## src/rtl/chan_gate_pkg.sv

```systemverilog
package chan_gate_pkg;
  localparam int NUM_CH      = 24;
  localparam int BITS_PER_CH = 8;
  localparam int REG_W       = 8;
  localparam int NUM_REGS    = NUM_CH / REG_W;
  localparam int FRAME_BITS  = NUM_CH * BITS_PER_CH + 1;
  localparam int CNT_W       = $clog2(FRAME_BITS);
  localparam int CH_W        = $clog2(NUM_CH);
  localparam int ADDR_W      = 2;
  localparam int SLOT_SH     = $clog2(BITS_PER_CH);

  typedef struct packed {
    logic                loadMask;
    logic [NUM_REGS-1:0] wrSel;
    logic                slotValid;
    logic [CH_W-1:0]     chanIdx;
  } ctlStrobes_t;
endpackage

```

## src/rtl/chan_gate_ctl.sv

```systemverilog
module chan_gate_ctl
  import chan_gate_pkg::*;
(
  input  logic              clk,
  input  logic              rstN,
  input  logic              frameSync,
  input  logic              wrEn,
  input  logic [ADDR_W-1:0] wrAddr,
  output ctlStrobes_t       strobes,
  output logic [CNT_W-1:0]  bitPos
);
  localparam logic [CNT_W-1:0] LAST_BIT = CNT_W'(FRAME_BITS - 1);

  logic [CNT_W-1:0] bitCnt;
  logic [CNT_W-1:0] bitNext;
  logic [CNT_W-1:0] slotOffs;

  always_comb begin
    if (frameSync || bitCnt == LAST_BIT) bitNext = '0;
    else                                 bitNext = bitCnt + CNT_W'(1);
  end

  always_ff @(posedge clk or negedge rstN) begin
    if (!rstN) bitCnt <= '0;
    else       bitCnt <= bitNext;
  end

  assign slotOffs = bitNext - CNT_W'(1);

  always_comb begin
    strobes.loadMask  = (bitNext == '0);
    strobes.slotValid = (bitNext != '0);
    strobes.chanIdx   = CH_W'(slotOffs >> SLOT_SH);
  end

  for (genvar r = 0; r < NUM_REGS; r++) begin : g_wrDecode
    assign strobes.wrSel[r] = wrEn && (wrAddr == ADDR_W'(r));
  end

  assign bitPos = bitCnt;
endmodule

```

## src/rtl/chan_gate_dp.sv

```systemverilog
module chan_gate_dp
  import chan_gate_pkg::*;
(
  input  logic             clk,
  input  logic             rstN,
  input  ctlStrobes_t      strobes,
  input  logic [REG_W-1:0] wrData,
  output logic             gateOut
);
  logic [NUM_CH-1:0] stagedMask;
  logic [NUM_CH-1:0] liveMask;
  logic              gateQ;

  for (genvar r = 0; r < NUM_REGS; r++) begin : g_stage
    always_ff @(posedge clk or negedge rstN) begin
      if (!rstN)                 stagedMask[r*REG_W +: REG_W] <= '0;
      else if (strobes.wrSel[r]) stagedMask[r*REG_W +: REG_W] <= wrData;
    end
  end

  always_ff @(posedge clk or negedge rstN) begin
    if (!rstN)                 liveMask <= '0;
    else if (strobes.loadMask) liveMask <= stagedMask;
  end

  always_ff @(posedge clk or negedge rstN) begin
    if (!rstN) gateQ <= 1'b0;
    else       gateQ <= strobes.slotValid && liveMask[strobes.chanIdx];
  end

  assign gateOut = gateQ;
endmodule

```

## src/rtl/chan_gate_gen.sv

```systemverilog
module chan_gate_gen
  import chan_gate_pkg::*;
(
  input  logic              clk,
  input  logic              rstN,
  input  logic              frameSync,
  input  logic              wrEn,
  input  logic [ADDR_W-1:0] wrAddr,
  input  logic [REG_W-1:0]  wrData,
  output logic              gateOut
);
  ctlStrobes_t      strobes;
  logic [CNT_W-1:0] bitPos;

  chan_gate_ctl uCtl (
    .clk       (clk),
    .rstN      (rstN),
    .frameSync (frameSync),
    .wrEn      (wrEn),
    .wrAddr    (wrAddr),
    .strobes   (strobes),
    .bitPos    (bitPos)
  );

  chan_gate_dp uDp (
    .clk     (clk),
    .rstN    (rstN),
    .strobes (strobes),
    .wrData  (wrData),
    .gateOut (gateOut)
  );
endmodule

```

## config.mk

```make
export PLATFORM = sky130hd
export DESIGN_NAME = chan_gate_gen
export DESIGN_NICKNAME = d
export VERILOG_FILES = /design/src/rtl/chan_gate_pkg.sv /design/src/rtl/chan_gate_ctl.sv /design/src/rtl/chan_gate_dp.sv /design/src/rtl/chan_gate_gen.sv
export SDC_FILE = /design/constraint.sdc
export NUM_CORES = 1
export LEC_CHECK = 0
export BUFFER_PORTS_ARGS = -buffer_cell sky130_fd_sc_hd__buf_2
export CAP_MARGIN = 20
export CORE_MARGIN = 1.5
export CORE_UTILIZATION = 59
export CTS_CLUSTER_SIZE = 14
export DETAILED_ROUTE_END_ITERATION = 16
export GPL_TIMING_DRIVEN = 1
export PLACE_DENSITY = 0.77
export SLEW_MARGIN = 20
export SYNTH_ARGS = -nofsm -noshare
export SYNTH_HDL_FRONTEND = slang
export SYNTH_SLANG_ARGS = --single-unit
```

## constraint.sdc

```tcl
create_clock -name clk -period 3.5 [get_ports clk]
set_input_delay 0.175 -clock clk [delete_from_list [all_inputs] [get_ports clk]]
set_output_delay 0.175 -clock clk [all_outputs]
set_load 0.01 [all_outputs]
```

== Word level (Yosys, flattened, before mapping) ==
Index checks and enable logic that the tools add are counted.
Storage, ports and cells
  register bits: 57
Operators by class
  reductions and logical operators: 8
  multiplexer cells: 3
  eq/ne operators: 3
  $add $sub $neg: 2
  magnitude comparators: 1
Operator list (count)
  $add A8 B1 Y8 const B: 1
  $eq A8 B8 Y1 const B: 1
  $logic_not A8 Y1: 1
  $mux W8: 1
  $reduce_bool A8 Y1: 1
  $sub A8 B1 Y8 const B: 1
  $lt A5 B6 Y1 const B: 1
  $bmux W1 S5: 1
  $logic_and A1 B1 Y1: 4
  $eq A2 B1 Y1 const B: 1
  $eq A2 B2 Y1 const B: 1
  $logic_not A2 Y1: 1
  $logic_or A1 B1 Y1: 1
  $mux W1: 1

== Depth between registers and ports, before layout ==
  word-level depth: 7
  depth in mapped cells: 11
  mapped depth without buffers: 10

== By module ==
A second synthesis with hierarchy kept.
Second synthesis, totals
  cells, all modules: 199
  area total of the unflattened synthesis: 2696.3 um^2
Modules (own cells, without submodules)
  chan_gate_dp: instances 1, sequential area each 1226.2 um^2, cells an instance 123, area each 2038.2 um^2
  chan_gate_ctl: instances 1, sequential area each 200.2 um^2, cells an instance 76, area each 658.1 um^2

== Worst setup path after synthesis ==
OpenSTA, ideal clock, no wires.
  path type: register to register
  start: register uCtl.bitCnt[0], in the netlist uCtl.bitPos[0]
  end: register uDp.gateQ, in the netlist uDp.gateOut
  period minus slack after synthesis: 2.945 ns
  data arrival time: 2.813 ns
  setup slack: 0.555 ns
  buffers on the path: 1
  cell stages (with the launch flop): 12
  cell sequence: dfrtp_1 > buf_2 > inv_1 > ha_1 > nor2b_1 > a2111oi_0 > nor4_2 > nor2_2 > mux4_1 > or2_1 > a21oi_1 > o32ai_1
Between the ends
  word-level cells in the longest chain between the ends: 7
Ends and longest elaborated chain
  start: declaration: line chan_gate_ctl.sv:14  | logic [CNT_W-1:0] bitCnt;
  start signal: assignment: line chan_gate_ctl.sv:25  | else bitCnt <= bitNext;
  branches (longest 2 deep; another with $add A8 B1 Y8)
  $mux W8 *: line chan_gate_ctl.sv:19  | if (frameSync || bitCnt == LAST_BIT) bitNext = '0;
  $sub A8 B1 Y8: line chan_gate_ctl.sv:28  | assign slotOffs = bitNext - CNT_W'(1);
  $bmux W1 S5: line chan_gate_dp.sv:28  | else gateQ <= strobes.slotValid && liveMask[strobes.chanIdx];
  $mux W1 (implied by the code): line chan_gate_dp.sv:28
  $logic_and A1 B1 Y1 *: line chan_gate_dp.sv:28
  end signal: assignment: line chan_gate_dp.sv:28
  end: declaration: line chan_gate_dp.sv:12  | logic gateQ;
Mark *: on every way between the ends. The select of a mux whose other input is x is not followed.
A chain may end at the register's enable or synchronous reset.

== Final worst setup path ==
Same ends and word-level chain as after synthesis.

==> flow_summary.toml <==
[finish]
multi_input_area_um2 = 1300
final_nets = 258
regArea_um2 = 1430
fill_cells = 323
area_growth_syn_to_layout_pct = 10.9
final_core_util_pct = 69.6
drive_above_1_share_pct = 35.2
diodes = 0
final_cells = 299

[clock_tree]
insertion_delay_ns = 0.33
cts_tree = "done"
numCtsBuffers = 9
clock_sinks = 57
cts_root_buf = "clkbuf_8"
cts.repair.resized = 0
ctsHoldBuffers = 1
cts_setup_buffers = 0
clock_path_buffers = 2
clk_pin_slew_ns = 0.06
htreeDepth = 3

[global_route]
grt_pass1_vias = 1868
track_usage_pct = 23.7
antenna_found_initial = 0
grt_pass1_wl_um = 9200
gr-total-overflow = 0
grt_max_degree = 34

[sta]
hold_viol = 0
skew_ns = 0.00644
timing.slew.headroom_pct = 51.8
setup_viol = 0
rsz0062_at_grt = "false"
period_minus_slack_ns = 3.12
period_share_pct = 89.0
max_slew.worst_pin.slew_ns = 0.724
tns_ns = 0
max_freq_ghz = 0.321
slew_viol_final = 0

[synthesis]
synth_top_area_share_pct = 50.8
syn_area_um2 = 2810
yosysUniqueCellTypes = 53
synth_flop_cell = "dfrtp_1"
syn_inst = 220
synth_commonest_cells = "dfrtp_1 (57), mux2_2 (44), nand3_1 (11), nor2_1 (11), o21ai_0 (8)"
ys_seq_elements = 57
syn_nets = 236
synthArstFlopShare_pct = 100
synth_edf_count = 0
synth_area_leaders = "dfrtp_1 (51%), mux2_2 (18%), mux4_1 (2.8%), nand3_1 (2.0%), buf_6 (1.6%)"
synth.most_common_cell = "dfrtp_1"
yosysTopAreaCell = "dfrtp_1"
ys_seq_area_share_pct = 50.8
syn_avg_cell_area_um2 = 12.8
yosys_warnings = 0

[power]
ir_drop_v = 0.000408
swShare_pct = 25.5
p_comb_share_pct = 17.0
power.internal_uw = 1310
power_density_nw_per_um2 = 566
p_switching_uw = 451
sequentialPowerShare_pct = 49.5
pwr-share-clk_pct = 33.6
p_leak_uw = 0.00134

[floorplanning]
ios = 15
die_width_um = 72.0
die_h_um = 72.0
core_um2 = 4470
start_util_pct = 62.8
placementRows = 24
die_area_um2 = 5190

[flow_run]
max-cap-violations = 0

[critical_path]
worstSetupPathType = "flip-flop to flip-flop"
critPathCaptureType = "flip-flop"
r2r_cells = 10
timing.rr.end = "uDp.gateOut"
critPathRequiredTime_ns = 3.71
critPathMaxFanout = 10
r2r_start = "uCtl.bitPos[0]"
crit_arrival_ns = 3.32
cp-start-kind = "flip-flop"
ff2ff_setup_slack_ns = 0.38

[detailed_routing]
vias = 1830
ant_nets = 0
wirelength_um = 5300
first_pass_iters = 4
drc = 0
vias_per_cell = 6.12
drt_iter0_markers = 157
wl_per_cell_um = 17.7

[placed_design]
gp_congestion = 0.919
placed_cells = 282
hpwlAfterDp_um = 3670
port_buffers = 14

[min_path]
hp-start = "frameSync"
hold_class = "input pin to flip-flop"
whs_endpoint = "uCtl.bitPos[3]"
hold_depth = 2

[outcome]
status = "completed"
## power by group through the flow
| stage | combinational (uW) | clock (uW) | sequential [uW] |
|---|---|---|---|
| 6_report | 299 | 592 | 873 |
| 5_1_grt | 333 | 634 | 889 |
| 4_1_cts | 303 | 608 | 874 |
| 3_5_place_dp | 299 | 0 | 884 |
| 3_3_place_gp | 288 | 0 | 879 |
| 2_1_floorplan | 243 | 0 | 846 |
## flip-flops by register name (all words and copies together) (netlist names)
name,flops
uCtl.bitPos,8
uDp.liveMask,24
uDp.gateOut,1
uDp.stagedMask,24
## through the flow
stage / power (uW) / setup slack, ns / hold WS (ns) / area (um2)
2_1_floorplan: 1090 / 0.555 / -0.121 / 2810
3_3_place_gp: 1170 / 0.497 / 0.267 / 2920
3_5_place_dp: 1180 / 0.413 / 0.281 / 2920
4_1_cts: 1780 / 0.381 / 0.0258 / 3120
5_1_grt: 1850 / 0.0523 / 0.0316 / 3120
6_report: 1760 / 0.384 / 0.0414 / 3120
## critical path, cell delays in order (launching register included)
cell and delay, ns:
dfrtp_1 0.51, inv_1 0.10, ha_1 0.40, nor2b_1 0.17, a2111oi_0 0.57, nor4_2 0.12
nor2_2 0.14, mux4_1 0.53, or2_1 0.21, a21oi_1 0.13, o32ai_1 0.10
## worst max path at each step
| stage | start | endpoint | cells past startpoint |
|---|---|---|---|
| detailed placement | uCtl.bitPos[1] | uDp.gateOut | 10 |
| finish | uCtl.bitPos[0] | uDp.gateOut | 10 |
| floorplan | uCtl.bitPos[0] | uDp.gateOut | 11 |
| global placement | uCtl.bitPos[0] | uDp.gateOut | 10 |
| CTS | uCtl.bitPos[0] | uDp.gateOut | 10 |
| global route | uCtl.bitPos[0] | uDp.gateOut | 10 |
## cells by family (layout without fill, tap and decap cells)
group                      count (synthesis)  in the layout  share of synthesized area, %
DFF                                       57             57                          50.8
muxes                                     53             53                          22.8
and+or+nand+nor                           53             53                          11.0
AOI/OAI and AO/OA                         32             32                          8.15
buffers and inverters                     14             41                          3.12
xor gates and xnor gates                   9              9                          3.34
adders and majority gates                  2              2                         0.890
## cell type report
cell class                      instances  share of cell area [%]
Clock inverter                          3                    1.29
Inverter                                6                   0.723
Tap cell                               52                    2.09
Sequential cell                        57                    45.8
Multi-Input combinational cell        149                    41.8
Timing Repair Buffer                   19                    3.53
Clock buffer                           13                    4.78
## cells in the final DEF (no fill, tap or decap), types with 2 or more instances in the layout
cell / instances
o21ai_0: 8
mux2i_1: 2
dfrtp_1: 57
buf_2: 14
nand4_1: 2
mux4_1: 3
clkinv_2: 2
ha_1: 2
nand2_1: 5
a21oi_1: 6
nor2_2: 2
nand4b_1: 2
mux2_2: 44
nor2b_1: 2
nand3b_1: 2
and2_1: 2
nand3_1: 11
a41oi_1: 2
mux2_1: 4
xor2_2: 2
clkbuf_1: 3
buf_4: 4
nor2_1: 11
clkbuf_8: 10
xor2_1: 2
inv_1: 6
xnor2_1: 5
nor3b_1: 2
## metal layers
layer	vias to the layer above	global-route usage (%)	part of all wire, %
met5	-	0	0
met4	0	9.22	1.6
met3	12	5.97	4.6
met2	52	36.7	49
met1	907	32.5	45
li1	859	-	-
Power figures use the tool's default switching activity.
